--- src/rtl/irq_fe_pkg.sv ---
package irq_fe_pkg;
  localparam int unsigned WORD_W = 16;

  typedef enum logic [1:0] {
    BANK_MASK = 2'd0,
    BANK_INV  = 2'd1,
    BANK_EOI  = 2'd2,
    BANK_MODE = 2'd3
  } bank_e;
endpackage

--- src/rtl/irq_fe_rst_sync.sv ---
module irq_fe_rst_sync (
  input  logic clk,
  input  logic rst_n,
  output logic rst_n_sync
);
  logic [1:0] stage_q;
  logic [1:0] stage_d;

  always_comb stage_d = {stage_q[0], 1'b1};

  always_ff @(posedge clk or negedge rst_n) begin
    if (!rst_n) stage_q <= 2'b00;
    else        stage_q <= stage_d;
  end

  assign rst_n_sync = stage_q[1];
endmodule

--- src/rtl/irq_fe_line.sv ---
module irq_fe_line #(
  parameter int unsigned SYNC_STAGES = 2
) (
  input  logic clk,
  input  logic rst_n,
  input  logic raw_i,
  input  logic inv_i,
  input  logic mode_i,
  input  logic mask_i,
  input  logic eoi_i,
  output logic irq_o
);
  logic [SYNC_STAGES-1:0] sync_q, sync_d;
  logic act, act_q, rise;
  logic latch_q, latch_d, latch_en;

  always_comb begin
    sync_d   = {sync_q[SYNC_STAGES-2:0], raw_i};
    act      = sync_q[SYNC_STAGES-1] ^ inv_i;
    rise     = act & ~act_q;
    latch_en = rise | eoi_i;
    latch_d  = rise | (latch_q & ~eoi_i);
    irq_o    = ~mask_i & (mode_i ? latch_q : act);
  end

  always_ff @(posedge clk or negedge rst_n) begin
    if (!rst_n) begin
      sync_q  <= '0;
      act_q   <= 1'b0;
      latch_q <= 1'b0;
    end else begin
      sync_q <= sync_d;
      act_q  <= act;
      if (latch_en) latch_q <= latch_d;
    end
  end

  a_r5_edge_sets: assert property (@(posedge clk) disable iff (!rst_n)
    rise |=> latch_q) else $error("edge did not set latch");

  a_r7_eoi_clears: assert property (@(posedge clk) disable iff (!rst_n)
    (eoi_i && !rise) |=> !latch_q) else $error("eoi did not clear latch");

  a_r7_no_spurious_set: assert property (@(posedge clk) disable iff (!rst_n)
    (!rise && !latch_q) |=> !latch_q) else $error("latch set without edge");

  a_r9_mask_keeps_latch: assert property (@(posedge clk) disable iff (!rst_n)
    (mask_i && latch_q && !eoi_i) |=> latch_q) else $error("mask lost latch");
endmodule

--- src/rtl/irq_fe_regs.sv ---
module irq_fe_regs
  import irq_fe_pkg::*;
#(
  parameter int unsigned NUM_LINES = 64,
  parameter int unsigned WADDR_W   = 6
) (
  input  logic                 clk,
  input  logic                 rst_n,
  input  logic [WADDR_W-1:0]   addr,
  input  logic                 wr_en,
  input  logic [WORD_W-1:0]    wr_data,
  output logic [WORD_W-1:0]    rd_data,
  output logic [NUM_LINES-1:0] mask_o,
  output logic [NUM_LINES-1:0] inv_o,
  output logic [NUM_LINES-1:0] mode_o,
  output logic [NUM_LINES-1:0] eoi_o
);
  localparam int unsigned WORDS = (NUM_LINES + WORD_W - 1) / WORD_W;
  localparam int unsigned PAD   = WORDS * WORD_W;
  localparam logic [PAD-1:0] VALID = {PAD{1'b1}} >> (PAD - NUM_LINES);

  logic [1:0]      word_idx;
  bank_e           bank;
  logic            addr_ok;
  logic [PAD-1:0]  wsel, wdat;
  logic [PAD-1:0]  mask_q, mask_d, inv_q, inv_d, mode_q, mode_d;
  logic            mask_en, inv_en, mode_en;
  logic [WORD_W-1:0] rd_word;

  always_comb begin
    word_idx = addr[1:0];
    bank     = bank_e'(addr[3:2]);
    addr_ok  = (addr[WADDR_W-1:4] == '0) && (int'(word_idx) < int'(WORDS));
    wsel     = '0;
    for (int w = 0; w < int'(WORDS); w++)
      if (int'(word_idx) == w) wsel[w*WORD_W +: WORD_W] = '1;
    wdat     = {WORDS{wr_data}};
    mask_en  = wr_en && addr_ok && (bank == BANK_MASK);
    inv_en   = wr_en && addr_ok && (bank == BANK_INV);
    mode_en  = wr_en && addr_ok && (bank == BANK_MODE);
    mask_d   = ((mask_q & ~wsel) | (wdat & wsel)) & VALID;
    inv_d    = ((inv_q  & ~wsel) | (wdat & wsel)) & VALID;
    mode_d   = ((mode_q & ~wsel) | (wdat & wsel)) & VALID;
  end

  always_ff @(posedge clk or negedge rst_n) begin
    if (!rst_n) begin
      mask_q <= VALID;
      inv_q  <= '0;
      mode_q <= '0;
    end else begin
      if (mask_en) mask_q <= mask_d;
      if (inv_en)  inv_q  <= inv_d;
      if (mode_en) mode_q <= mode_d;
    end
  end

  logic [PAD-1:0] eoi_full;
  always_comb begin
    eoi_full = (wr_en && addr_ok && (bank == BANK_EOI)) ? (wdat & wsel & VALID) : '0;
    rd_word  = '0;
    for (int w = 0; w < int'(WORDS); w++) begin
      if (int'(word_idx) == w) begin
        case (bank)
          BANK_MASK: rd_word = mask_q[w*WORD_W +: WORD_W];
          BANK_INV:  rd_word = inv_q[w*WORD_W +: WORD_W];
          BANK_MODE: rd_word = mode_q[w*WORD_W +: WORD_W];
          default:   rd_word = '0;
        endcase
      end
    end
    rd_data = addr_ok ? rd_word : '0;
  end

  assign mask_o = mask_q[NUM_LINES-1:0];
  assign inv_o  = inv_q[NUM_LINES-1:0];
  assign mode_o = mode_q[NUM_LINES-1:0];
  assign eoi_o  = eoi_full[NUM_LINES-1:0];

  a_r2_bad_addr_ignored: assert property (@(posedge clk) disable iff (!rst_n)
    (wr_en && !addr_ok) |=> ($stable(mask_q) && $stable(inv_q) && $stable(mode_q)))
    else $error("write to bad address changed state");

  a_r7_eoi_only_on_write: assert property (@(posedge clk) disable iff (!rst_n)
    !wr_en |-> (eoi_o == '0)) else $error("eoi pulse without write");
endmodule

--- src/rtl/irq_polarity_frontend.sv ---
module irq_polarity_frontend
  import irq_fe_pkg::*;
#(
  parameter int unsigned NUM_LINES   = 64,
  parameter int unsigned WADDR_W     = 6,
  parameter int unsigned SYNC_STAGES = 2
) (
  input  logic                 clk,
  input  logic                 rst_n,
  input  logic [NUM_LINES-1:0] irq_in,
  input  logic [WADDR_W-1:0]   reg_addr,
  input  logic                 reg_wr_en,
  input  logic [WORD_W-1:0]    reg_wdata,
  output logic [WORD_W-1:0]    reg_rdata,
  output logic [NUM_LINES-1:0] irq_out
);
  logic                 rst_n_int;
  logic [NUM_LINES-1:0] mask, inv, mode, eoi;

  irq_fe_rst_sync rst_i (
    .clk        (clk),
    .rst_n      (rst_n),
    .rst_n_sync (rst_n_int)
  );

  irq_fe_regs #(
    .NUM_LINES (NUM_LINES),
    .WADDR_W   (WADDR_W)
  ) regs_i (
    .clk     (clk),
    .rst_n   (rst_n_int),
    .addr    (reg_addr),
    .wr_en   (reg_wr_en),
    .wr_data (reg_wdata),
    .rd_data (reg_rdata),
    .mask_o  (mask),
    .inv_o   (inv),
    .mode_o  (mode),
    .eoi_o   (eoi)
  );

  for (genvar i = 0; i < int'(NUM_LINES); i++) begin : g_line
    irq_fe_line #(.SYNC_STAGES(SYNC_STAGES)) line_i (
      .clk    (clk),
      .rst_n  (rst_n_int),
      .raw_i  (irq_in[i]),
      .inv_i  (inv[i]),
      .mode_i (mode[i]),
      .mask_i (mask[i]),
      .eoi_i  (eoi[i]),
      .irq_o  (irq_out[i])
    );
  end

  a_r7_eoi_reads_zero: assert property (@(posedge clk) disable iff (!rst_n_int)
    (reg_addr[3:2] == BANK_EOI) |-> (reg_rdata == '0)) else $error("eoi bank read nonzero");

  a_r9_masked_low: assert property (@(posedge clk) disable iff (!rst_n_int)
    $past(reg_wr_en && reg_addr == '0 && reg_wdata == 16'hFFFF) |-> (irq_out[15:0] == '0))
    else $error("masked lines active");
endmodule

--- config.mk ---
export PLATFORM = sky130hd
export DESIGN_NAME = irq_polarity_frontend
export DESIGN_NICKNAME = d
export VERILOG_FILES = /design/src/rtl/irq_fe_pkg.sv /design/src/rtl/irq_fe_rst_sync.sv /design/src/rtl/irq_fe_line.sv /design/src/rtl/irq_fe_regs.sv /design/src/rtl/irq_polarity_frontend.sv
export SDC_FILE = /design/constraint.sdc
export NUM_CORES = 1
export LEC_CHECK = 0
export ABC_AREA = 1
export BUFFER_PORTS_ARGS = -buffer_cell sky130_fd_sc_hd__buf_2
export CAP_MARGIN = 20
export CORE_ASPECT_RATIO = 0.5
export CORE_MARGIN = 2
export CORE_UTILIZATION = 40
export CTS_CLUSTER_SIZE = 24
export DETAILED_ROUTE_END_ITERATION = 10
export PLACE_DENSITY_LB_ADDON = 0.08
export SLEW_MARGIN = 30
export SYNTH_ARGS = -nofsm -noshare
export SYNTH_HDL_FRONTEND = slang
export SYNTH_SLANG_ARGS = --single-unit
--- constraint.sdc ---
create_clock -name clk -period 26.6 [get_ports clk]
set_clock_uncertainty 0.2 [all_clocks]
set_input_delay 7.98 -clock clk [delete_from_list [all_inputs] [get_ports clk]]
set_output_delay 7.98 -clock clk [all_outputs]
set_load 0.01 [all_outputs]
==> results.md, run 1 <==
- Status: finished clean
- Area inside the core boundary: 0.0466 mm2
- Routed vias: 13506
- Share of the synthesized netlist area taken by xor and xnor gates: 0.0299
- Filler instances: 4565
- CP max stage cell: sky130_fd_sc_hd__nor2_4
- Clock network fraction of design power: 0.378
- Top cell type's share of synthesized area: 0.515
- YS warnings: 0
- Main combinational cell family by area after synthesis: simple AND/OR/NAND/NOR gates
- Cell types with the highest counts after synthesis: sky130_fd_sc_hd__nand2_1, sky130_fd_sc_hd__dfrtp_1, sky130_fd_sc_hd__inv_1, sky130_fd_sc_hd__o21ai_0, sky130_fd_sc_hd__o21ai_1
- Post-layout minimum cycle time: 18.69 ns
- Vias in the first global route: 12829
- Number of buffers inserted to repair setup after CTS: 0
- Number of synthesized register bits: 450
- Net count after synthesis: 2102
- Reported leakage power: 10.2 nW
- CTS Buf Count: 42
- Effective utilization at floorplan: 0.403
- Die footprint: 0.0488 mm2
- Clock-pin slew of the registers on the worst-case setup and hold paths: 0.06 ns
- Most common cell in the synthesized netlist: sky130_fd_sc_hd__nand2_1
- Post-synthesis cell count: 2013
- Maximum resistive drop on vdd: 33.5 uV
- Slew of the pin with the lowest slew margin: 0.933 ns
- Level count of the clock H-tree: 2
- Std-Cell Rows: 56
- Maximum buffer depth of the clock tree: 3
- Post-Synthesis Cell Area: 0.0188 mm2
- Synth unique cells: 26
- Maximum number of pins on one net before global-route repair: 160
- Latest clock arrival within the worst-skew pair: 0.55 ns
- I/O Pins: 169
- Complex-gate fraction of the synthesized area: 0.105
- Library cell appearing most often on the critical path: sky130_fd_sc_hd__nand2_1
- Number of pins exceeding their max-slew limit in the final report: 0
- Max-cap violations: 0
- Worst setup slack after layout: 7.91 ns
- Largest fanout of any net on the critical path: 81
- Final hold violation count: 0
- Combinational Power Share: 0.127
- Routed wire length: 52800 um
- Pre-Repair DR Iteration Count: 5
- DIE HEIGHT: 157 um
- Final cell area excluding filler cells: 0.0210 mm2
- Chip Width: 310 um
- Multiplexer fraction of the synthesized cell area: 0
- Setup repair after global routing missed its margin: false
- Average detailed-routed wire length per instance: 19.2 um
- Total power density per cell area: 78.7 mW/mm2
- All-layer global routing usage: 0.221
- Synth area leader: sky130_fd_sc_hd__dfrtp_1
- Post-route fraction of the period consumed by the critical path: 0.703
- Post-DR vias/cell: 4.92
- Required time at the endpoint of the critical path: 18.42 ns
- Count of flip-flops with a built-in enable after synthesis: 0
- Async set-or-reset flop fraction in the synthesized netlist: 1.00
- Number of buffer cells added on primary ports: 168
- Top cells by area in the synthesized netlist: sky130_fd_sc_hd__dfrtp_1, sky130_fd_sc_hd__dfstp_2, sky130_fd_sc_hd__nand2_1
- Initial antenna violation count: 0
- Dpl hpwl: 34300 um
- Number of DRC markers after the initial detailed-route iteration: 1308
- Clock tree from TritonCTS: done
- Wire length of the first global-routing pass: 80800 um
- Remaining design rule violation count: 0
- Power Internal: 1.19 mW
- Number of hold buffers added after cts: 0
- Relative slew slack: 0.378
- Critical path cell sequence: buf_2 -> buf_4 -> nor2_4 -> buf_4 -> nand2_1 -> nand3_1 -> nand2_1 -> nand2_1 -> nor2_1 -> nor2_1 -> buf_2
- Area growth from synthesis to layout: 11.8%
- Number of nets with antenna violations after detailed routing: 0
- Switching share of total power: 0.278
- Switching power of the nets: 0.458 mW
- Cts repair resizes: 0
- Worst path max stage delay: 0.71 ns
- Setup TNS: 0 ns
- Sequential share of power: 0.495
- Remaining global-route overflow: 0
- Routability-driven placement congestion ratio: 0.822
- Simple-Gate Fraction of Synth Area: 0.164
- Category of the worst setup path capture point: output port
- Class of the most critical hold timing path: reg2async
- Layout cells sized above 1: 0.161
- Adder-Cell Fraction of Synth Area: 0
- Count of nets after finishing: 2162
- DP Worst Slack: 7.91 ns
- Maximum frequency from static timing analysis: 0.0535 GHz
- Startpoint type of the worst setup path: input port
- # setup viols final: 0
- Root buffer selected by CTS: sky130_fd_sc_hd__clkbuf_16
- Data arrival, critical path: 10.51 ns
- Placed instance area: 0.0195 mm2
- Mapped Avg Cell Area: 9.33 um2
- Sequential element share of the synthesized area: 0.604
- Critical path type: in2out
- Dominant synthesized flop cell: sky130_fd_sc_hd__dfrtp_1
- Clock tree sinks: 450
==> cell usage in the layout (no fill, tap or decap), types with 43 or more instances in the layout <==
cell type                   synthesis  layout
sky130_fd_sc_hd__nand2_1          439     439
sky130_fd_sc_hd__dfrtp_1          386     385
sky130_fd_sc_hd__inv_1            213     213
sky130_fd_sc_hd__o21ai_0          199     199
sky130_fd_sc_hd__buf_2             59     167
sky130_fd_sc_hd__o21ai_1          121     121
sky130_fd_sc_hd__nand3_1          112     112
sky130_fd_sc_hd__a21oi_1           71      71
sky130_fd_sc_hd__nor2_1            71      71
sky130_fd_sc_hd__xor2_1            64      64
sky130_fd_sc_hd__dfstp_2           64      64
sky130_fd_sc_hd__nor3_1            63      63
sky130_fd_sc_hd__clkbuf_16          0      43
==> per-stage QoR <==
stage / util / hold slack, ns / power (mW) / cells
after floorplan: - / 0.131 / 0.978 / 2013
after global placement: 0.419 / 0.132 / 1.04 / 2665
after detailed placement: 0.419 / 0.0691 / 1.04 / 2666
after CTS: 0.449 / 0.0778 / 1.67 / 2742
after global routing: 0.450 / 0.0950 / 1.73 / 2743
final: 0.450 / 0.0633 / 1.65 / 2745
==> area by class of cell <==
class                           instances  area, um2  area share
Clock inverter                         16        189     0.00901
Tap cell                              638        798      0.0381
Antenna cell                            2       5.00    0.000239
Sequential cell                       450      11300       0.541
Clock buffer                           60       1210      0.0577
Multi-Input combinational cell       1180       5610       0.268
Inverter                              219        822      0.0392
Timing Repair Buffer                  180        997      0.0475
==> routing by layer <==
| metal | vias up | share of wire | GRT usage |
|---|---|---|---|
| li1 | 6491 | - | - |
| met5 | - | 0 | 0 |
| met4 | 0 | 0.017 | 0.0474 |
| met2 | 340 | 0.42 | 0.311 |
| met1 | 6620 | 0.50 | 0.347 |
| met3 | 55 | 0.062 | 0.0475 |
==> critical path: cells and delay by family <==
| kind | cells | cell delay, ns |
|---|---|---|
| buffers and inverters | 4 | 1.14 |
| and+or+nand+nor | 7 | 1.35 |
==> power groups by stage <==
| stage | combinational, mW | clock, mW | sequential [mW] |
|---|---|---|---|
| global route | 0.240 | 0.668 | 0.826 |
| global placement | 0.208 | 0 | 0.830 |
| floorplan | 0.163 | 0 | 0.815 |
| finish | 0.209 | 0.624 | 0.818 |
| detailed placement | 0.212 | 0 | 0.829 |
| CTS | 0.213 | 0.640 | 0.817 |
==> logic make-up after synthesis <==
family / after synthesis
and+or+nand+nor: 723
DFF: 450
AOI/OAI and AO/OA: 392
buffers and inverters: 383
xor gates and xnor gates: 64
other: 1
==> path summary, 6_finish.rpt <==
kind                            slack [ns]                                    end  cells past startpoint                                  start
worst max-delay path                  7.91                          reg_rdata[11]                     11                            reg_addr[2]
worst min-delay path                  0.06  g_line[36].line_i.sync_q[0]$_DFF_PN0_                      0             rst_i.stage_q[1]$_DFF_PN0_
worst max register to register       23.91   g_line[9].line_i.sync_q[0]$_DFF_PN0_                      4             rst_i.stage_q[1]$_DFF_PN0_
worst min register to register        0.06  g_line[36].line_i.sync_q[0]$_DFF_PN0_                      0             rst_i.stage_q[1]$_DFF_PN0_
max in group asynchronous            19.09             rst_i.stage_q[1]$_DFF_PN0_                      1                                  rst_n
min in group clk                      0.14  g_line[30].line_i.sync_q[1]$_DFF_PN0_                      0  g_line[30].line_i.sync_q[0]$_DFF_PN0_
(Power assumes the default switching activity.)
==> run 2, diff against run 1 <==
clock period = 15.8 ns   (was 26.6 ns; I/O delays follow)
==> results.md, run 2 (synthesis results as in run 1) <==
- Commonest non-fill, non-tap cell in the layout: sky130_fd_sc_hd__nand2_1
- Data arrival, critical path: 7.33 ns
- Routed vias: 13456
- Number of hold buffers added after cts: 0
- Top library cells by usage in the layout, fill and taps aside: sky130_fd_sc_hd__nand2_1, sky130_fd_sc_hd__dfrtp_1, sky130_fd_sc_hd__inv_1
- Switching power of the nets: 0.774 mW
- Critical path type: in2out
- Status: finished clean
- Final hold violation count: 0
- Sequential share of power: 0.493
- Area inside the core boundary: 0.0466 mm2
- Dpl hpwl: 34300 um
- Clock tree sinks: 450
- Remaining design rule violation count: 0
- Combinational Power Share: 0.126
- Cts repair resizes: 0
- Maximum frequency from static timing analysis: 0.0815 GHz
- Wire length of the first global-routing pass: 79800 um
- Die footprint: 0.0488 mm2
- Routability-driven placement congestion ratio: 0.825
- FF-to-FF setup slack: 13.82 ns
- Average detailed-routed wire length per instance: 19.1 um
- Setup TNS: 0 ns
- Latest clock arrival within the worst-skew pair: 0.55 ns
- Post-DR vias/cell: 4.90
- Post-layout minimum cycle time: 12.27 ns
- Startpoint of the most critical register-to-register path: rst_i.stage_q[1]$_DFF_PN0_
- Pre-Repair DR Iteration Count: 5
- Area growth from synthesis to layout: 12.0%
- Maximum buffer depth of the clock tree: 3
- I/O Pins: 169
- Clock-pin slew of the registers on the worst-case setup and hold paths: 0.06 ns
- Routed wire length: 52600 um
- CTS Buf Count: 44
- Count of nets after finishing: 2164
- Std-Cell Rows: 56
- Clock network fraction of design power: 0.382
- Number of pins exceeding their max-slew limit in the final report: 0
- Switching share of total power: 0.277
- Initial antenna violation count: 1
- Layout cells sized above 1: 0.161
- Number of DRC markers after the initial detailed-route iteration: 1018
- Total power density per cell area: 133 mW/mm2
- Level count of the clock H-tree: 2
- Setup repair after global routing missed its margin: false
- Number of buffers inserted to repair setup after CTS: 0
- Post-route fraction of the period consumed by the critical path: 0.777
- Class of the most critical hold timing path: reg2async
- Reported leakage power: 10.2 nW
- Max-cap violations: 0
- Slew of the pin with the lowest slew margin: 0.927 ns
- Start point of the critical path: reg_addr[2]
- Number of nets with antenna violations after detailed routing: 0
- Relative slew slack: 0.381
- Power Internal: 2.02 mW
- DIE HEIGHT: 157 um
- Largest fanout of any net on the critical path: 42
- Maximum resistive drop on vdd: 62.4 uV
- Startpoint type of the worst setup path: input port
- Effective utilization at floorplan: 0.403
- Remaining global-route overflow: 0
- Clock tree from TritonCTS: done
- Required time at the endpoint of the critical path: 10.86 ns
- # setup viols final: 0
- Final worst hold slack: 0.0445 ns
- All-layer global routing usage: 0.219
- Vias in the first global route: 12664
- Chip Width: 310 um
- Root buffer selected by CTS: sky130_fd_sc_hd__clkbuf_16
- Category of the worst setup path capture point: output port
- Number of buffer cells added on primary ports: 168
- Maximum number of pins on one net before global-route repair: 160
run 2: power by group through the flow:
stage	clock [mW]	combinational [mW]	sequential [mW]
2_1_floorplan	0	0.275	1.37
3_3_place_gp	0	0.349	1.40
3_5_place_dp	0	0.353	1.40
4_1_cts	1.10	0.354	1.38
5_1_grt	1.14	0.404	1.39
6_report	1.07	0.351	1.38
run 2: cell type report:
cell class / count / area, um2
Clock inverter: 13 / 151
Multi-Input combinational cell: 1180 / 5610
Sequential cell: 450 / 11300
Tap cell: 638 / 798
Fill cell: 4566 / 25600
Inverter: 219 / 822
Timing Repair Buffer: 180 / 997
Antenna cell: 1 / 2.50
Clock buffer: 67 / 1290
run 2: through the flow:
step / util / setup slack [ns] / area, um2 / cells / total power, mW
CTS: 0.450 / 3.53 / 21000 / 2745 / 2.83
global placement: 0.419 / 3.55 / 19500 / 2665 / 1.75
global route: 0.451 / 3.28 / 21000 / 2748 / 2.94
floorplan: - / 2.24 / 18800 / 2013 / 1.65
finish: 0.451 / 3.53 / 21000 / 2748 / 2.79
detailed placement: 0.419 / 3.55 / 19500 / 2665 / 1.75
run 2: path summary, 6_finish.rpt:
| path | to | cells after the start |
|---|---|---|
| worst max-delay path | reg_rdata[0] | 7 |
| worst min-delay path | g_line[36].line_i.latch_q$_DFFE_PN0P_ | 0 |
| worst max register to register | g_line[18].line_i.act_q$_DFF_PN0_ | 2 |
| worst min register to register | g_line[36].line_i.latch_q$_DFFE_PN0P_ | 0 |
| max in group asynchronous | rst_i.stage_q[1]$_DFF_PN0_ | 1 |
| min in group clk | g_line[30].line_i.sync_q[1]$_DFF_PN0_ | 0 |
run 2: routing by layer:
layer	global-route usage	share of wire
met5	0	0
met4	0.0476	0.018
met3	0.0368	0.057
met2	0.308	0.41
met1	0.350	0.52
run 2: critical path, cell delays in order:
cell and delay [ns]:
sky130_fd_sc_hd__buf_2 0.66, sky130_fd_sc_hd__buf_4 0.53, sky130_fd_sc_hd__nor2_4 0.09, sky130_fd_sc_hd__nor2_1 0.70, sky130_fd_sc_hd__inv_1 0.29, sky130_fd_sc_hd__nor2_1 0.17, sky130_fd_sc_hd__buf_2 0.14
==> run 3, diff against run 2 <==
ABC_AREA = 0   (was 1)
clock period = 10.2 ns   (was 15.8 ns; I/O delays follow)
==> results.md, run 3 <==
- Routed wire length: 46600 um
- Count of flip-flops with a built-in enable after synthesis: 0
- Die footprint: 0.0484 mm2
- DIE HEIGHT: 157 um
- Setup TNS: 0 ns
- Maximum buffer depth of the clock tree: 3
- Wire length of the first global-routing pass: 72200 um
- All-layer global routing usage: 0.198
- Number of buffers inserted to repair setup after CTS: 0
- Clock network fraction of design power: 0.376
- Largest fanout of any net on the critical path: 42
- Net count after synthesis: 1529
- Top cells by area in the synthesized netlist: sky130_fd_sc_hd__dfrtp_1, sky130_fd_sc_hd__mux2_2, sky130_fd_sc_hd__dfstp_2
- Max-cap violations: 0
- Clock-pin slew of the registers on the worst-case setup and hold paths: 0.07 ns
- Synth unique cells: 46
- Maximum frequency from static timing analysis: 0.116 GHz
- Synth area leader: sky130_fd_sc_hd__dfrtp_1
- Effective utilization at floorplan: 0.408
- Async set-or-reset flop fraction in the synthesized netlist: 1.00
- Clock tree from TritonCTS: done
- Final worst hold slack: 0.0103 ns
- Cell types with the highest counts after synthesis: sky130_fd_sc_hd__dfrtp_1, sky130_fd_sc_hd__mux2_2, sky130_fd_sc_hd__nor2_1, sky130_fd_sc_hd__buf_4
- Number of DRC markers after the initial detailed-route iteration: 655
- # setup viols final: 0
- Maximum number of pins on one net before global-route repair: 171
- Average detailed-routed wire length per instance: 21.2 um
- Slew of the pin with the lowest slew margin: 1.01 ns
- Chip Width: 309 um
- Area inside the core boundary: 0.0456 mm2
- CTS Buf Count: 41
- Final hold violation count: 0
- Total power density per cell area: 205 mW/mm2
- Number of pins exceeding their max-slew limit in the final report: 0
- Most common cell in the synthesized netlist: sky130_fd_sc_hd__dfrtp_1
- Initial antenna violation count: 0
- Category of the worst setup path capture point: output port
- Top library cells by usage in the layout, fill and taps aside: sky130_fd_sc_hd__dfrtp_1, sky130_fd_sc_hd__mux2_2, sky130_fd_sc_hd__buf_2
- Std-Cell Rows: 55
- Mapped Avg Cell Area: 12.9 um2
- Top cell type's share of synthesized area: 0.519
- Remaining design rule violation count: 0
- Reported leakage power: 9.40 nW
- Sequential share of power: 0.487
- Routed vias: 11125
- Required time at the endpoint of the critical path: 6.94 ns
- Relative slew slack: 0.320
- Data arrival, critical path: 5.35 ns
- Number of synthesized register bits: 450
- Power after layout: 4.34 mW
- Level count of the clock H-tree: 2
- Post-route fraction of the period consumed by the critical path: 0.844
- Number of diodes: 0
- Power Internal: 3.20 mW
- Number of buffer cells added on primary ports: 168
- Startpoint type of the worst setup path: input port
- Combinational Power Share: 0.137
- Post-Synthesis Cell Area: 0.0186 mm2
- Post-DR vias/cell: 5.06
- Root buffer selected by CTS: sky130_fd_sc_hd__clkbuf_16
- Latest clock arrival within the worst-skew pair: 0.55 ns
- Vias in the first global route: 11894
- Switching power of the nets: 1.14 mW
- Class of the most critical hold timing path: reg2async
- Maximum resistive drop on vdd: 125 uV
- Switching share of total power: 0.262
- Routability-driven placement congestion ratio: 0.756
- Status: finished clean
- I/O Pins: 169
- Dpl hpwl: 28900 um
- Area growth from synthesis to layout: 13.5%
- Count of nets after finishing: 1627
- Remaining global-route overflow: 0
- Number of nets with antenna violations after detailed routing: 0
- Layout cells sized above 1: 0.372
- Post-synthesis cell count: 1440
- Cts repair resizes: 0
- Dominant synthesized flop cell: sky130_fd_sc_hd__dfrtp_1
- Critical path type: in2out
- Sequential element share of the synthesized area: 0.609
- Commonest non-fill, non-tap cell in the layout: sky130_fd_sc_hd__dfrtp_1
- YS warnings: 0
- Number of hold buffers added after cts: 0
- Setup repair after global routing missed its margin: false
- Pre-Repair DR Iteration Count: 5
- Clock tree sinks: 450
- Post-layout minimum cycle time: 8.61 ns
run 3: changes by cell type in the layout (fill, tap and decap cells not counted), sizes merged, moves of 110 or more:
cell,change
nand2,-382
o21ai,-319
mux2,+248
inv,-151
nand3,-110
run 3: critical path, stage by stage:
cell	delay, ns
sky130_fd_sc_hd__buf_4	0.55
sky130_fd_sc_hd__buf_4	0.56
sky130_fd_sc_hd__mux2_2	0.40
sky130_fd_sc_hd__a221oi_1	0.27
sky130_fd_sc_hd__a21o_1	0.12
sky130_fd_sc_hd__o22ai_1	0.13
sky130_fd_sc_hd__buf_2	0.21
run 3: power groups by stage:
stage / logic [mW] / registers (mW) / clock network, mW
global route: 0.663 / 2.14 / 1.76
finish: 0.595 / 2.11 / 1.63
global placement: 0.582 / 2.15 / 0
CTS: 0.601 / 2.12 / 1.68
detailed placement: 0.598 / 2.15 / 0
floorplan: 0.485 / 2.13 / 0
run 3: stage by stage:
stage / std cells / area, um2 / util / worst slack (ns)
4_1_cts: 2195 / 21000 / 0.462 / 1.58
3_3_place_gp: 2119 / 19600 / 0.431 / 1.62
6_report: 2198 / 21100 / 0.464 / 1.59
2_1_floorplan: 1440 / 18600 / - / 2.61
3_5_place_dp: 2119 / 19600 / 0.431 / 1.58
5_1_grt: 2198 / 21100 / 0.464 / 1.49
run 3: layer usage:
layer	global-route usage	vias to the layer above	part of all wire
met2	0.320	168	0.48
met1	0.281	5788	0.47
met3	0.0348	40	0.037
met4	0.0379	0	0.012
met5	0	-	0
li1	-	5129	-
run 3: path summary, 6_finish.rpt:
kind                       slack (ns)                                     to  depth (start not counted)                             startpoint
max                              1.59                          reg_rdata[10]                          7                            reg_addr[3]
min                              0.01                              async pin                          0             rst_i.stage_q[1]$_DFF_PN0_
max reg2reg                      8.19  g_line[30].line_i.latch_q$_DFFE_PN0P_                          2             rst_i.stage_q[1]$_DFF_PN0_
min reg2reg                      0.01                              async pin                          0             rst_i.stage_q[1]$_DFF_PN0_
max in group asynchronous        7.60             rst_i.stage_q[1]$_DFF_PN0_                          1                                  rst_n
min in group clk                 0.15  g_line[25].line_i.sync_q[1]$_DFF_PN0_                          0  g_line[25].line_i.sync_q[0]$_DFF_PN0_
run 3: final cells by class:
cell class              instances  area (um2)
fillers                      4144       24400
flip-flops and latches        450       11300
multi-input cells             792        6260
clock buffers                  64        1230
repair buffers                186        1070
well taps                     627         785
inverters                      67         251
clock inverters                12         179
run 3: cell families (layout without fill, tap and decap cells):
family | Yosys count | in the layout | synth area share
muxes | 256 | 256 | 0.154
other | 1 | 1 | 0.000202
xor gates and xnor gates | 64 | 64 | 0.0301
and+or+nand+nor | 240 | 240 | 0.0588
DFF | 450 | 450 | 0.609
AOI/OAI and AO/OA | 231 | 231 | 0.0898
buffers and inverters | 198 | 329 | 0.0574
